### src/rtl/rf_pkg.sv
// Shared constants and helpers for the two-read one-write register file.
// Assumes identifiers are unsigned and the all-ones identifier is reserved.
package rf_pkg;
    localparam int RF_NUM_REGS = 15;
    localparam int RF_DATA_W   = 64;
    localparam int RF_ID_W     = 4;

    // True when an identifier names a real register.
    function automatic logic id_is_real(input logic [RF_ID_W-1:0] id, input int num_regs);
        return (int'(id) < num_regs);
    endfunction
endpackage

### src/rtl/rf_wr_decoder.sv
// Write-address decoder: turns (enable, identifier) into one load line per
// register. Assumes NUM_REGS < 2**ID_W so that at least the all-ones
// identifier decodes to no register.
module rf_wr_decoder #(
    parameter int NUM_REGS = rf_pkg::RF_NUM_REGS,
    parameter int ID_W     = rf_pkg::RF_ID_W
) (
    input  logic                wr_en,
    input  logic [ID_W-1:0]     wr_id,
    output logic [NUM_REGS-1:0] load
);
    // One comparator per register; reserved identifiers match none.
    for (genvar g = 0; g < NUM_REGS; g++) begin : g_dec
        assign load[g] = wr_en && (wr_id == ID_W'(g));
    end
endmodule

### src/rtl/rf_storage.sv
// Register array: one DATA_W-bit register per load line, cleared by a
// synchronous active-low reset. Assumes at most one load line is high.
module rf_storage #(
    parameter int NUM_REGS = rf_pkg::RF_NUM_REGS,
    parameter int DATA_W   = rf_pkg::RF_DATA_W
) (
    input  logic                             clk,
    input  logic                             rst_n,
    input  logic [NUM_REGS-1:0]              load,
    input  logic [DATA_W-1:0]                wr_data,
    output logic [NUM_REGS-1:0][DATA_W-1:0]  regs
);
    for (genvar g = 0; g < NUM_REGS; g++) begin : g_reg
        logic [DATA_W-1:0] q;
        // Clear on reset, otherwise load when this register's line is high.
        always_ff @(posedge clk) begin
            if (!rst_n)       q <= '0;
            else if (load[g]) q <= wr_data;
        end
        assign regs[g] = q;
    end
endmodule

### src/rtl/rf_read_mux.sv
// Combinational read port: selects one register by identifier, and gives
// zero for any identifier at or above NUM_REGS (the reserved one).
module rf_read_mux #(
    parameter int NUM_REGS = rf_pkg::RF_NUM_REGS,
    parameter int DATA_W   = rf_pkg::RF_DATA_W,
    parameter int ID_W     = rf_pkg::RF_ID_W
) (
    input  logic [NUM_REGS-1:0][DATA_W-1:0] regs,
    input  logic [ID_W-1:0]                 rd_id,
    output logic [DATA_W-1:0]               rd_data
);
    // Select the addressed word; the reserved identifier reads as zero.
    always_comb begin
        rd_data = '0;
        for (int i = 0; i < NUM_REGS; i++) begin
            if (rd_id == ID_W'(i)) rd_data = regs[i];
        end
    end
endmodule

### src/rtl/dual_read_regfile.sv
// Register file top: fifteen registers, two combinational read ports, one
// clocked write port gated by an enable and a real-register check.
// Assumes synchronous active-low reset; a read in the cycle of a write
// returns the value held before the edge (no bypass).
module dual_read_regfile #(
    parameter int NUM_REGS = rf_pkg::RF_NUM_REGS,
    parameter int DATA_W   = rf_pkg::RF_DATA_W,
    parameter int ID_W     = rf_pkg::RF_ID_W
) (
    input  logic              clk,
    input  logic              rst_n,
    input  logic [ID_W-1:0]   rd_a_id,
    output logic [DATA_W-1:0] rd_a_data,
    input  logic [ID_W-1:0]   rd_b_id,
    output logic [DATA_W-1:0] rd_b_data,
    input  logic              wr_en,
    input  logic [ID_W-1:0]   wr_id,
    input  logic [DATA_W-1:0] wr_data
);
    localparam logic [ID_W-1:0] NULL_ID = '1;

    logic [NUM_REGS-1:0]             load;
    logic [NUM_REGS-1:0][DATA_W-1:0] regs_q;

    rf_wr_decoder #(.NUM_REGS(NUM_REGS), .ID_W(ID_W)) u_dec (
        .wr_en (wr_en),
        .wr_id (wr_id),
        .load  (load)
    );

    // the decoder never loads more than one register.
    assert_onehot_load_R3: assert property (@(posedge clk) disable iff (!rst_n)
        $onehot0(load));

    rf_storage #(.NUM_REGS(NUM_REGS), .DATA_W(DATA_W)) u_store (
        .clk     (clk),
        .rst_n   (rst_n),
        .load    (load),
        .wr_data (wr_data),
        .regs    (regs_q)
    );

    // an enabled write to a real register lands at the next edge.
    assert_write_lands_R2: assert property (@(posedge clk) disable iff (!rst_n)
        (wr_en && rf_pkg::id_is_real(wr_id, NUM_REGS))
        |=> (regs_q[$past(wr_id)] == $past(wr_data)));

    // a disabled cycle leaves the whole array as it was.
    assert_idle_hold_R4: assert property (@(posedge clk) disable iff (!rst_n)
        !wr_en |=> $stable(regs_q));

    // a write to the reserved identifier leaves the array as it was.
    assert_null_write_R5: assert property (@(posedge clk) disable iff (!rst_n)
        (wr_en && wr_id == NULL_ID) |=> $stable(regs_q));

    rf_read_mux #(.NUM_REGS(NUM_REGS), .DATA_W(DATA_W), .ID_W(ID_W)) u_rd_a (
        .regs    (regs_q),
        .rd_id   (rd_a_id),
        .rd_data (rd_a_data)
    );

    rf_read_mux #(.NUM_REGS(NUM_REGS), .DATA_W(DATA_W), .ID_W(ID_W)) u_rd_b (
        .regs    (regs_q),
        .rd_id   (rd_b_id),
        .rd_data (rd_b_data)
    );

    // both ports read zero for the reserved identifier.
    assert_null_read_a_R6: assert property (@(posedge clk) disable iff (!rst_n)
        (rd_a_id == NULL_ID) |-> (rd_a_data == '0));
    assert_null_read_b_R6: assert property (@(posedge clk) disable iff (!rst_n)
        (rd_b_id == NULL_ID) |-> (rd_b_data == '0));
endmodule

### config.mk
export PLATFORM = sky130hd
export DESIGN_NAME = dual_read_regfile
export DESIGN_NICKNAME = d
export VERILOG_FILES = /design/src/rtl/rf_pkg.sv /design/src/rtl/rf_wr_decoder.sv /design/src/rtl/rf_storage.sv /design/src/rtl/rf_read_mux.sv /design/src/rtl/dual_read_regfile.sv
export SDC_FILE = /design/constraint.sdc
export NUM_CORES = 2
export LEC_CHECK = 0
export ABC_AREA = 1
export BUFFER_PORTS_ARGS = -buffer_cell sky130_fd_sc_hd__buf_2
export CAP_MARGIN = 20
export CORE_ASPECT_RATIO = 1.1
export CORE_MARGIN = 8
export CORE_UTILIZATION = 50
export CTS_CLUSTER_SIZE = 25
export DETAILED_ROUTE_END_ITERATION = 8
export GPL_ROUTABILITY_DRIVEN = 0
export PLACE_DENSITY_LB_ADDON = 0.3
export SLEW_MARGIN = 15
export SYNTH_ARGS = -nofsm -noshare
export SYNTH_HDL_FRONTEND = slang
export SYNTH_HIERARCHICAL = 1
export SYNTH_SLANG_ARGS = --single-unit
export TNS_END_PERCENT = 100
### constraint.sdc
create_clock -name clk -period 1.5 [get_ports clk]
set_input_delay 0.225 -clock clk [delete_from_list [all_inputs] [get_ports clk]]
set_output_delay 0.225 -clock clk [all_outputs]
set_load 0.005 [all_outputs]
==> flow_summary.yaml <==
timing:
  report.final.hold_viol_count: 0
  maxSlewHeadroom_pct: 58.31
  hold_ws_ns: 0.02936
  worst_slew_pin_slew_ns: 0.6247
  period_minus_slack_ns: 2.603
  finalCritPeriodShare_pct: 173.5
  rsz0062_at_grt: "true"
  setup_ws_ns: -1.103
  slew_violations: 0
  max_freq_mhz: 384.2
  setup_violations: 128
  finClkSkew_ns: 0
synthesis:
  yosysWarnings: 6
  synth-edff-count: 0
  avgSynthCellArea_um2: 5.860
  synth-seq-area-share_pct: 37.49
  synth_area_um2: 51260
  synthDistinctLibCells: 20
  synth_top_flop_cell: "dfxtp_1"
  syn_inst: 8748
  synthArstFlopShare_pct: 0
  synth_nets: 8827
  synth_seq_cells: 960
routing:
  detail-route-antenna-nets: 0
  drc_errors: 0
  vias: 59730
  drt-initial-drc-count: 8097
  drtPass1Iterations: 8
  avgRoutedWirePerCell_um: 19.33
  drt-vias-per-instance: 5.621
  wirelength_mm: 205.3
worst_setup_path:
  crit_type: "reg2out"
  critical_path.cell_chain: "nand3_2 > nand3_2 > nor2_2 > nand4_1 > nand2_2 > nand4_1 > nor2_2 > nand4_1 > buf_2"
  start_kind: "register"
  worstPathMaxFanout: 3
  worstPathArrival_ns: 2.38
  slowest_delay_ns: 0.34
  worst-r2r-cell-count: 4
  crit_slowest_cell: "dfxtp_2"
  reg2reg_from: "u_store/g_reg[3].q[58]"
  cp-startpoint: "u_store/g_reg[2].q[6]"
  cp.required_ns: 1.27
  end_kind: "primary output"
  crit_top_cell: "nand4_1"
  cp.depth: 9
  path_buf_inv: 1
  crit_family: "simple AND/OR/NAND/NOR gates"
placed_design:
  dp.final_hpwl_mm: 132.0
  place_inst: 10350
  portBuffers: 206
grt:
  grt_antenna_before_repair: 2
  grt_overflow: 0
  met2_usage_pct: 50.22
  first_global_vias: 53750
  grt_use_met1_pct: 44.57
  grt_usage_pct: 33.06
  use_met3_pct: 7.536
  grt_max_degree: 80
  grt_pass1_wl_mm: 300.6
  grt_busiest_layer: "met2"
power_and_ir_drop:
  peakVddDrop_v: 0.001012
  power_leakage_nw: 27.82
  power_density_nw_per_um2: 903.4
  p_total_mw: 59.82
floorplanning:
  die_x_um: 321.3
  core_um2: 102000
  die_area_um2: 113000
  rows: 123
  initial_utilization_pct: 50.24
  io_pins: 207
  die_h_um: 351.8
job:
  drv_cap: 0
clocking:
  cts_buffers: 101
  clk_latency_ns: 0.67
  root_buffer: "clkbuf_16"
  clkTransAtPathRegs_ns: 0.06
  cts_tree: "built"
  htree_levels: 3
  clkSinkCount: 960
  cts.path.max_buffers: 3
run_status:
  status: "complete, but fails checks"
  failed_checks: "negative setup slack"
hold_path:
  min_path_cells: 6
  hp-start: "wr_data[6]"
  hp-class: "in2reg"
cells_and_area:
  nets: 9248
  reg_top3: "u_store/g.q x960"
  drive_gt1_share_pct: 20.76
  largest_register_ffs: 960
  syn2layout_area_growth_pct: 29.18
  regMostFlops: "u_store/g.q"
  fin_cells: 10630
  n_fill_cell: 8699
-- power by group --
| part | internal, mW | switching [mW] | leakage [nW] |
|---|---|---|---|
| clock | 14.7 | 11.1 | 1.66 |
| sequential | 26.1 | 0.458 | 7.85 |
| combinational | 2.74 | 4.72 | 18.3 |
-- layout make-up --
| cell class | instances | area [um2] | area share, % |
|---|---|---|---|
| diodes | 1 | 2.502 | 0.003779 |
| flip-flops and latches | 960 | 19430 | 29.35 |
| inverters | 384 | 1489 | 2.249 |
| clock buffers | 150 | 3005 | 4.539 |
| multi-input cells | 6779 | 30150 | 45.54 |
| well taps | 1375 | 1720 | 2.598 |
| clock inverters | 34 | 336.6 | 0.5083 |
| repair inverters | 2 | 22.52 | 0.03401 |
| repair buffers | 941 | 10050 | 15.18 |
-- routing by layer --
metal	vias up	wire length, um
met5	-	9
met1	27240	79700
met4	2	10250
met2	4006	87920
met3	719	27460
li1	27760	-
-- cells in the final DEF, fill, tap and decap left out, types with 113 or more instances in the layout --
cell type / count
dfxtp_2: 163
a21oi_1: 150
nor2_2: 113
nand4_1: 364
buf_12: 212
nand3_2: 248
buf_2: 195
nor2_1: 2181
buf_4: 453
inv_1: 353
nand3_1: 226
nand2_1: 3097
clkbuf_16: 116
dfxtp_1: 794
-- synth_stat cells (50+ instances only) --
master    number  share of area, %
or2_2         50              0.61
nand2_1     3205                23
a21oi_1      172               1.7
or2_0         88               1.1
dfxtp_1      960                37
nand4_1      364               4.4
nor2_1      2349                17
inv_1        356               2.6
buf_2        207               2.0
clkbuf_1     310               2.3
nand3_1      479               4.7
buf_1         61              0.45
-- worst paths after layout --
kind	end	slack (ns)
setup reg to reg	u_store/g_reg[3].q[58]	0.67
hold reg to reg	u_store/g_reg[11].q[49]	0.48
setup / recovery	rd_a_data[6]	-1.10
hold / removal	u_store/g_reg[10].q[6]	0.03
-- stage by stage --
step                setup WS [ns]  setup TNS (ns)  util [%]  cell area (um2)
floorplan               0.0004172               0         -            51350
global placement           -1.343         -116.25     57.46            58630
detailed placement        -0.9841         -107.72     57.47            58640
CTS                        -1.109         -109.31     62.73            64010
global route               -1.169         -124.66     64.89            66210
finish                     -1.103         -119.08     64.89            66210
-- tightest hold or removal path: stages --
cell and delay [ns]:
buf_2 0.07, inv_1 0.05, buf_12 0.16, nand2_1 0.06, nand2_1 0.04, nor2_1 0.07
-- cells by family after synthesis --
kind of cell	count (synthesis)	share of synthesized area [%]
flops	960	37.49
simple gates	6557	51.74
compound gates	222	2.168
buf+inv	1009	8.597
-- timing repair --
item | 4_1_cts | 5_1_grt
gates cloned | 18 | 16
endpoints found under the setup margin | 128 | 128
setup buffers | 30 | 38
hold buffers | 1 | 0
pin swaps | 153 | 346
resized for setup | 398 | 465
hold endpoints to repair | 26 | 0
Power figures use the tool's default switching activity.
